[config.mk]
export PLATFORM = sky130hd
export DESIGN_NAME = adc_conv_seq
export DESIGN_NICKNAME = d
export VERILOG_FILES = /design/src/rtl/adc_seq_pkg.sv /design/src/rtl/adc_seq_sclk_gen.sv /design/src/rtl/adc_seq_gap_timer.sv /design/src/rtl/adc_conv_seq.sv
export SDC_FILE = /design/constraint.sdc
export NUM_CORES = 1
export LEC_CHECK = 0
export CAP_MARGIN = 30
export CORE_ASPECT_RATIO = 2
export CORE_MARGIN = 3
export CORE_UTILIZATION = 51
export CTS_CLUSTER_SIZE = 10
export DETAILED_ROUTE_END_ITERATION = 16
export GPL_TIMING_DRIVEN = 0
export PLACE_DENSITY_LB_ADDON = 0.05
export SETUP_SLACK_MARGIN = 0.05
export SLEW_MARGIN = 15
export SYNTH_ARGS = -nofsm -noshare
export SYNTH_HDL_FRONTEND = slang
export SYNTH_SLANG_ARGS = --single-unit
[constraint.sdc]
create_clock -name clk -period 1.8 [get_ports clk]
set_input_delay 0.36 -clock clk [delete_from_list [all_inputs] [get_ports clk]]
set_output_delay 0.36 -clock clk [all_outputs]
set_load 0.03 [all_outputs]
[src/rtl/adc_seq_pkg.sv]
package adc_seq_pkg;
    localparam int CHAN_W = 4;
    localparam int CMD_W  = 8;

    typedef enum logic [2:0] {
        ST_IDLE,
        ST_CMD,
        ST_GAP,
        ST_DATA,
        ST_DONE
    } seq_state_t;

    function automatic logic [CMD_W-1:0] build_cmd(input logic [CHAN_W-1:0] chan,
                                                   input logic temp);
        return {1'b1, chan, temp, 2'b00};
    endfunction
endpackage

[src/rtl/adc_seq_sclk_gen.sv]
module adc_seq_sclk_gen #(
    parameter int SCLK_HALF = 2
) (
    input  logic clk,
    input  logic rst_n,
    input  logic run,
    output logic sclk,
    output logic rise_evt,
    output logic fall_evt
);
    localparam int DW = (SCLK_HALF > 1) ? $clog2(SCLK_HALF) : 1;

    logic [DW-1:0] cnt;
    logic          wrap;

    assign wrap     = run && (cnt == DW'(SCLK_HALF - 1));
    assign rise_evt = wrap && !sclk;
    assign fall_evt = wrap && sclk;

    always_ff @(posedge clk or negedge rst_n) begin
        if (!rst_n) begin
            cnt  <= '0;
            sclk <= 1'b0;
        end else if (!run) begin
            cnt  <= '0;
            sclk <= 1'b0;
        end else if (wrap) begin
            cnt  <= '0;
            sclk <= ~sclk;
        end else begin
            cnt <= cnt + 1'b1;
        end
    end

    AST_SCLK_LOW_WHEN_STOPPED: assert property (@(posedge clk) disable iff (!rst_n)
        !run |=> !sclk);
endmodule

[src/rtl/adc_seq_gap_timer.sv]
module adc_seq_gap_timer #(
    parameter int WAIT_CYC = 3250,
    parameter int MAX_CYC  = 5000
) (
    input  logic clk,
    input  logic rst_n,
    input  logic active,
    output logic expired
);
    localparam int CW = $clog2(MAX_CYC + 1);

    logic [CW-1:0] cnt;

    assign expired = active && (cnt == CW'(WAIT_CYC - 1));

    always_ff @(posedge clk or negedge rst_n) begin
        if (!rst_n)       cnt <= '0;
        else if (!active) cnt <= '0;
        else              cnt <= cnt + 1'b1;
    end

    AST_GAP_UNDER_LIMIT: assert property (@(posedge clk) disable iff (!rst_n)
        active |-> (cnt < CW'(MAX_CYC - 1)));
endmodule

[src/rtl/adc_conv_seq.sv]
module adc_conv_seq
    import adc_seq_pkg::*;
#(
    parameter int CLK_MHZ    = 50,
    parameter int SCLK_HALF  = 2,
    parameter int WAIT_US    = 65,
    parameter int LIMIT_US   = 100,
    parameter int VOLT_ZB    = 2,
    parameter int TEMP_ZB    = 24,
    parameter int WORD_W     = 16,
    parameter int RES_W      = 12
) (
    input  logic              clk,
    input  logic              rst_n,
    input  logic              req_valid,
    input  logic [3:0]        req_chan,
    input  logic              req_temp,
    input  logic              req_int_ref,
    output logic              busy,
    output logic              res_valid,
    output logic [RES_W-1:0]  res_data,
    output logic              spi_cs_n,
    output logic              spi_sclk,
    output logic              spi_mosi,
    input  logic              spi_miso
);
    localparam int WAIT_CYC  = CLK_MHZ * WAIT_US;
    localparam int LIMIT_CYC = CLK_MHZ * LIMIT_US;
    localparam int VOLT_BITS = VOLT_ZB * 8;
    localparam int TEMP_BITS = TEMP_ZB * 8;
    localparam int CNT_W     = $clog2(TEMP_BITS + 1);

    seq_state_t       state, state_nx;
    logic [CNT_W-1:0] bit_cnt;
    logic [CNT_W-1:0] last_bit;
    logic [CMD_W-1:0] cmd_sh;
    logic [WORD_W-1:0] res_sh;
    logic             temp_q;
    logic             gap_q;
    logic             run;
    logic             rise_evt;
    logic             fall_evt;
    logic             gap_done;
    logic             accept;
    logic             cmd_end;
    logic             data_end;

    assign accept   = (state == ST_IDLE) && req_valid;
    assign last_bit = temp_q ? CNT_W'(TEMP_BITS - 1) : CNT_W'(VOLT_BITS - 1);
    assign cmd_end  = (state == ST_CMD)  && fall_evt && (bit_cnt == CNT_W'(CMD_W - 1));
    assign data_end = (state == ST_DATA) && fall_evt && (bit_cnt == last_bit);

    adc_seq_sclk_gen #(.SCLK_HALF(SCLK_HALF)) u_sclk (
        .clk      (clk),
        .rst_n    (rst_n),
        .run      (run),
        .sclk     (spi_sclk),
        .rise_evt (rise_evt),
        .fall_evt (fall_evt)
    );

    adc_seq_gap_timer #(.WAIT_CYC(WAIT_CYC), .MAX_CYC(LIMIT_CYC)) u_gap (
        .clk     (clk),
        .rst_n   (rst_n),
        .active  (state == ST_GAP),
        .expired (gap_done)
    );

    // state register
    always_ff @(posedge clk or negedge rst_n) begin
        if (!rst_n) state <= ST_IDLE;
        else        state <= state_nx;
    end

    // next state and state-decoded outputs
    always_comb begin
        state_nx  = state;
        run       = 1'b0;
        spi_cs_n  = 1'b1;
        busy      = 1'b1;
        res_valid = 1'b0;
        unique case (state)
            ST_IDLE: begin
                busy = 1'b0;
                if (req_valid) state_nx = ST_CMD;
            end
            ST_CMD: begin
                run      = 1'b1;
                spi_cs_n = 1'b0;
                if (cmd_end) state_nx = gap_q ? ST_GAP : ST_DATA;
            end
            ST_GAP: begin
                if (gap_done) state_nx = ST_DATA;
            end
            ST_DATA: begin
                run      = 1'b1;
                spi_cs_n = 1'b0;
                if (data_end) state_nx = ST_DONE;
            end
            ST_DONE: begin
                res_valid = 1'b1;
                state_nx  = ST_IDLE;
            end
            default: state_nx = ST_IDLE;
        endcase
    end

    // datapath: command shifter, bit counter, result capture
    always_ff @(posedge clk or negedge rst_n) begin
        if (!rst_n) begin
            cmd_sh   <= '0;
            res_sh   <= '0;
            res_data <= '0;
            bit_cnt  <= '0;
            temp_q   <= 1'b0;
            gap_q    <= 1'b0;
            spi_mosi <= 1'b0;
        end else begin
            if (accept) begin
                cmd_sh   <= build_cmd(req_chan, req_temp) << 1;
                spi_mosi <= build_cmd(req_chan, req_temp) >> (CMD_W - 1);
                temp_q   <= req_temp;
                gap_q    <= req_temp | req_int_ref;
                bit_cnt  <= '0;
            end
            if ((state == ST_CMD) && fall_evt) begin
                if (cmd_end) begin
                    bit_cnt  <= '0;
                    spi_mosi <= 1'b0;
                end else begin
                    bit_cnt  <= bit_cnt + 1'b1;
                    spi_mosi <= cmd_sh[CMD_W-1];
                    cmd_sh   <= cmd_sh << 1;
                end
            end
            if ((state == ST_DATA) && rise_evt)
                res_sh <= {res_sh[WORD_W-2:0], spi_miso};
            if ((state == ST_DATA) && fall_evt) begin
                if (data_end) begin
                    bit_cnt  <= '0;
                    res_data <= res_sh[RES_W-1:0];
                end else begin
                    bit_cnt <= bit_cnt + 1'b1;
                end
            end
        end
    end

    AST_SCLK_IDLE_LOW: assert property (@(posedge clk) disable iff (!rst_n)
        spi_cs_n |-> !spi_sclk);
    AST_DONE_ONE_CYCLE: assert property (@(posedge clk) disable iff (!rst_n)
        res_valid |=> !res_valid);
    AST_DATA_MOSI_LOW: assert property (@(posedge clk) disable iff (!rst_n)
        (state == ST_DATA) |-> !spi_mosi);
    AST_BUSY_IGNORES_REQ: assert property (@(posedge clk) disable iff (!rst_n)
        (req_valid && busy) |=> ($stable(temp_q) && $stable(gap_q)));
    AST_RESULT_HOLD: assert property (@(posedge clk) disable iff (!rst_n)
        !$stable(res_data) |-> res_valid);
endmodule

==> metrics.yaml, run 1 <==
cts_buffers: 9
crit_chain: "nor4_2, o211ai_1, nor3_4, buf_6, mux2_4"
p_seq_frac: 0.462
synth_ff_type: "dfrtp_1"
dieHeight_um: 110.5
dr.pass1.iters: 4
netlist_area_um2: 2785
met3_length_um: 158
worst-endpoint-arrival_ns: 1.99
antenna_found_initial: 0
wl_met1_um: 2169
worstMarginPinSlew_ns: 0.7489
drc: 0
syn_inst: 236
fillers: 413
grt_start_max_net_pins: 62
synth_edf_count: 0
fmaxAchievable_ghz: 0.5650
final_max_slew_viol_count: 0
syn_nets: 249
holdCritPathClass: "primary input to async pin"
synth.most_common_cell: "dfrtp_1"
timing.rr.start: "bit_cnt[4]"
nets: 301
num_vias: 1949
grt_pass1_vias: 2007
antenna_cells: 0
p_sw_frac: 0.2964
hold_viol: 0
tritoncts: "done"
yosys_warnings: 0
rsz0062_at_grt: "yes"
highest_layer: "met4"
path_class: "flip-flop to flip-flop"
syn_to_final_growth_pct: 26.64
cts_buffer_depth: 2
path_max_fanout: 8
rrSetupSlack_ns: 0.03
via_per_inst: 5.569
p_sw_uw: 1154
fp.dieW_um: 58.26
clockPowerShare: 0.279
cpPeakStageDelay_ns: 0.44
pwr-share-comb: 0.258
synth_top_cell_area_share: 0.5481
rows: 37
gp_congestion: 0.8248
maxSlewHeadroom: 0.5007
clock-sinks: 61
critPathSlowestCell: "dfrtp_2"
power_leakage_uw: 0.001730
max_cap_violations: 0
critPathRequiredTime_ns: 2.02
synth_area_leader_cell: "dfrtp_1"
dp_slack_ns: -0.2719
syn_area_per_cell_um2: 11.80
finalWirelength_um: 5538
ctsHtreeMaxLevel: 3
core_um2: 5231
power_density_nw_per_um2: 1104
post_drt_wl_per_cell_um: 15.82
wl_met2_um: 3076
worstSetupStartpoint: "bit_cnt[4]"
first_iter_violations: 72
ir_worst_vdd_v: 0.0009000
ys_top_cells_by_count: "dfrtp_1, nor2_1, mux2_2"
ioPinCount: 27
clk_pin_slew_ns: 0.06
ys_top_cells_by_area: "dfrtp_1, mux2_2, mux2_4, nor2_1, nand2_1"
finClkSkew_ns: 0.005484
ys_seq_area_frac: 0.5481
fp.dieArea_um2: 6438
clk_latency_ns: 0.33
async_reset_ff_frac: 1.000
gr-usage-all-layers: 0.1878
fin_crit_ns: 1.770
postCtsHoldBufs: 0
root_buffer: "clkbuf_8"
drive_above_1_share: 0.2808
setup_viol: 0
end_kind: "flip-flop"
setup_ws_ns: 0.03020
r2r_cells: 5
grt_overflow: 0
fin_crit_sh: 0.9832
worstSetupStartpointType: "flip-flop"
start_util: 0.5324
cell_internal_pwr_uw: 2739
grt_pass1_wl_um: 9142
whs_ns: 0.08117
hpwlAfterDp_um: 3610
port-buffer-count: 26
outcome: "finished clean"
r2r_end: "res_data[6]"
synth_seq_cells: 61
detail-route-antenna-nets: 0
synth_cell_types: 44
## cells by family (layout without fill, tap and decap cells)
family          after synthesis  in the layout  synth area share
compound gates               31             31           0.07458
xor+xnor                     11             11           0.03459
fa+ha+maj                     3              3           0.01348
buf+inv                      15             71           0.02875
flops                        61             61            0.5481
mux                          32             32            0.1366
simple gates                 83             83            0.1640
## state kept, by name, summed over array words and instances (netlist names)
| signal | count |
|---|---|
| temp_q | 1 |
| bit_cnt | 8 |
| res_sh | 12 |
| u_sclk.cnt | 1 |
| state | 3 |
| cmd_sh | 8 |
| res_data | 12 |
| u_sclk.sclk | 1 |
| spi_mosi | 1 |
| gap_q | 1 |
| u_gap.cnt | 13 |
## critical path: cells and delay by family, from the launching register on
| family | cells | cell delay [ns] |
|---|---|---|
| and+or+nand+nor | 2 | 0.50 |
| muxes | 1 | 0.31 |
| DFF | 1 | 0.44 |
| AOI/OAI and AO/OA | 1 | 0.20 |
| buffers and inverters | 1 | 0.19 |
## timing repair
| item | in CTS | in global routing |
|---|---|---|
| cloned | 1 | 0 |
| setup endpoints to repair | 47 | 52 |
| setup buffers | 11 | 3 |
| endpoints found under the hold margin | 0 | 0 |
| pin swaps | 7 | 3 |
| gates resized for setup | 35 | 26 |
## per-stage QoR
step           area [um2]  std cells    util  TNS [ns]  total power (uW)
2_1_floorplan        2793        236       -         0              2392
3_3_place_gp         3126        320  0.5975   -102.42              2642
3_5_place_dp         3123        320  0.5970    -4.851              2655
4_1_cts              3435        347  0.6565   -0.4040              3870
5_1_grt              3527        350  0.6742   -0.4107              4100
6_report             3527        350  0.6742         0              3892
## final cells by class
cell class                      instances  area [um2]  area share
Sequential cell                        61        1530      0.4338
Multi-Input combinational cell        160        1259      0.3569
Timing Repair Buffer                   41       389.1      0.1103
Clock buffer                           14       172.7     0.04895
Buffer                                  9       76.32     0.02164
Tap cell                               58       72.57     0.02057
Inverter                                6       22.52    0.006385
Clock inverter                          1       5.005    0.001419
## worst max-delay path by stage
stage                        end  slack (ns)  cells past startpoint
floorplan           res_data[10]        0.03                      6
finish               res_data[6]        0.03                      5
detailed placement    bit_cnt[7]       -0.27                      5
CTS                         busy       -0.06                      3
global placement     res_data[9]       -1.61                      1
global route         res_data[6]       -0.05                      6
## routing by layer
layer | vias up | track usage
met5 | - | 0
met4 | 0 | 0.1022
met3 | 15 | 0.05029
met2 | 26 | 0.3210
met1 | 975 | 0.2014
li1 | 933 | -
## power groups by stage
stage	registers, uW	logic (uW)	clock network (uW)
finish	1800	1010	1090
global route	1830	1090	1170
CTS	1790	957	1120
detailed placement	1830	829	0
global placement	1820	817	0
floorplan	1800	594	0
## layout by cell type (no fill, tap or decap), types with 3 or more instances in the layout
cell              n
a21o_1            4
a21oi_1           4
a22o_1            3
and4_1            3
buf_4            16
buf_6             8
clkbuf_1          4
clkbuf_8         12
clkdlybuf4s50_1   9
dfrtp_1          58
dfrtp_2           3
dlygate4sd2_1     4
dlymetal6s2s_1    9
inv_1             6
mux2_2           14
mux2_4           12
mux2i_1           5
nand2_1          17
nand3_1           9
nand3b_1          3
nor2_1           26
o21ai_0          11
xnor2_1           7
xor2_1            4
Power figures use the tool's default switching activity.
==> run 2, diff against run 1 <==
--- a/config.mk
+++ b/config.mk
@@ -8,7 +8,8 @@
 export CAP_MARGIN = 30
 export CORE_ASPECT_RATIO = 2
 export CORE_MARGIN = 3
-export CORE_UTILIZATION = 51
+export CORE_UTILIZATION = 30
+export CTS_CLUSTER_DIAMETER = 60
 export CTS_CLUSTER_SIZE = 10
 export DETAILED_ROUTE_END_ITERATION = 16
 export GPL_TIMING_DRIVEN = 0
==> metrics.yaml, run 2 (synthesis results as in run 1) <==
wl_met2_um: 3267  # +6.2%
antenna_cells: 0  # unchanged
largest_register_ffs: 13  # unchanged
cts_buffer_depth: 2  # unchanged
path_max_fanout: 8  # unchanged
first_iter_violations: 86  # +19%
core_um2: 9012  # +72%
hold-path-cell-count: 2
dp_cells: 365  # +14%
syn_to_final_growth_pct: 34.68
fp.dieW_um: 74.13  # +27%
outcome: "finished clean"
final_cell_mix: "dfrtp_1, nor2_1, buf_4"
hpwlAfterDp_um: 4100  # +14%
rows: 49  # +32%
rsz0062_at_grt: "yes"
gr-usage-all-layers: 0.1292  # -0.05858
worstMarginPinSlew_ns: 0.4601  # -0.2888 ns
crit_chain: "ha_4, and3_4, o211ai_1, nor3_4, buf_6, mux2_4"
final_common_cell: "dfrtp_1"
crit_family: "simple AND/OR/NAND/NOR gates"
fin_crit_ns: 1.779  # +0.008726 ns
fp.dieArea_um2: 10550  # +64%
met3_length_um: 159  # +0.63%
holdCritPathClass: "flip-flop to flip-flop"
power_density_nw_per_um2: 1205  # +9.2%
hp-start: "cmd_sh[1]"
cts_buffers: 9  # unchanged
grt_start_max_net_pins: 37  # -40%
clock-sinks: 61  # unchanged
highest_layer: "met4"
maxSlewHeadroom: 0.6933  # +0.1925
critPathRequiredTime_ns: 2.01  # about the same
stdcell_count: 400  # +14%
hold_viol: 0  # unchanged
final_max_slew_viol_count: 0  # unchanged
multi_input_area_um2: 1264  # +0.40%
wl_met1_um: 2533  # +17%
gp_congestion: 0.7161  # -13%
dpl_cell_area_um2: 3198  # +2.4%
start_util: 0.3090  # -0.2234
finClkSkew_ns: 0.006154  # +0.0006695 ns
num_vias: 1960  # +0.56%
fin_crit_sh: 0.9881  # +0.004848
rrSetupSlack_ns: 0.02  # about the same
nets: 307  # +2.0%
clk_latency_ns: 0.33  # about the same
final_cell_area_um2: 3751  # +6.3%
setup_viol: 0  # unchanged
detail-route-antenna-nets: 0  # unchanged
root_buffer: "clkbuf_16"
dr.pass1.iters: 4  # unchanged
path_class: "flip-flop to flip-flop"
end_kind: "flip-flop"
ioPinCount: 27  # unchanged
regMostFlops: "u_gap.cnt"
max_cap_violations: 0  # unchanged
worst-endpoint-arrival_ns: 1.99  # about the same
fillers: 869  # +110%
critPathSlowestCell: "dfrtp_1"
total_power_uw: 4520  # +16%
fmaxAchievable_ghz: 0.5623  # -0.49%
timing.rr.start: "bit_cnt[1]"
path_buf_inv: 1  # unchanged
cpPeakStageDelay_ns: 0.38  # -0.06 ns
ir_worst_vdd_v: 0.0006502  # -28%
tritoncts: "done"
drive_above_1_share: 0.2953  # +0.01448
ctsHtreeMaxLevel: 3  # unchanged
hold_end: "cmd_sh[2]"
r2r_end: "res_data[8]"
post_drt_wl_per_cell_um: 15.36  # -3.0%
worstSetupStartpointType: "flip-flop"
drc: 0  # unchanged
fin_tns_setup_ns: 0  # unchanged
via_per_inst: 4.900  # -12%
port-buffer-count: 26  # unchanged
whs_ns: 0.4754  # +0.3942 ns
antenna_found_initial: 0  # unchanged
clk_pin_slew_ns: 0.05  # about the same
grt_pass1_wl_um: 10140  # +11%
largestRegisters: "u_gap.cnt (13), res_data (12), res_sh (12)"
grt_pass1_vias: 2056  # +2.4%
seqCellArea_um2: 1531  # about the same
grt_overflow: 0  # unchanged
finalWirelength_um: 6142  # +11%
dieHeight_um: 142.3  # +29%
r2r_cells: 6  # +1
power_leakage_uw: 0.001736  # +0.34%
-- run 2: worst max path at each step --
stage | start | endpoint | depth (start not counted)
after floorplan | bit_cnt[0] | res_data[10] | 6
after detailed placement | bit_cnt[1] | res_data[11] | 6
after CTS | state[0] | busy | 3
final | bit_cnt[1] | res_data[8] | 6
after global routing | bit_cnt[1] | res_data[8] | 6
after global placement | rst_n | res_sh[10] | 1
-- run 2: layout make-up --
type | count | share of cell area
clock buffers | 10 | 0.06104
repair buffers | 47 | 0.1197
well taps | 102 | 0.03402
flip-flops and latches | 61 | 0.4083
multi-input cells | 160 | 0.3369
inverters | 6 | 0.006004
plain buffers | 9 | 0.02001
clock inverters | 5 | 0.01401
-- run 2: report_power, final --
part | switching [uW] | internal, uW | total (uW) | leakage [uW]
clock | 600 | 1050 | 1650 | 0.000138
combinational | 481 | 581 | 1060 | 0.000811
sequential | 206 | 1600 | 1800 | 0.000786
-- run 2: per-layer routing --
metal	vias up	GRT usage
met5	-	0
met2	28	0.2228
met3	12	0.02970
met1	970	0.1380
met4	0	0.07832
li1	950	-
-- run 2: metrics by stage --
| stage | utilization | setup WS, ns |
|---|---|---|
| floorplan | - | 0.03129 |
| global placement | 0.3529 | -1.795 |
| detailed placement | 0.3549 | -0.3216 |
| CTS | 0.4048 | -0.04911 |
| global route | 0.4162 | -0.03771 |
| finish | 0.4162 | 0.02147 |
-- run 2: what timing repair did --
action | in CTS | in global routing
hold buffers | 1 | 0
gates cloned | 1 | 0
hold endpoints to repair | 25 | 0
setup endpoints to repair | 46 | 47
resized for setup | 33 | 26
pin swaps | 6 | 5
buffers inserted | 12 | 6
-- run 2: tightest hold or removal path, cell delays in order, from the launching register on --
cell and delay (ns):
dfrtp_1 0.33, nand2_1 0.04, o21ai_0 0.06
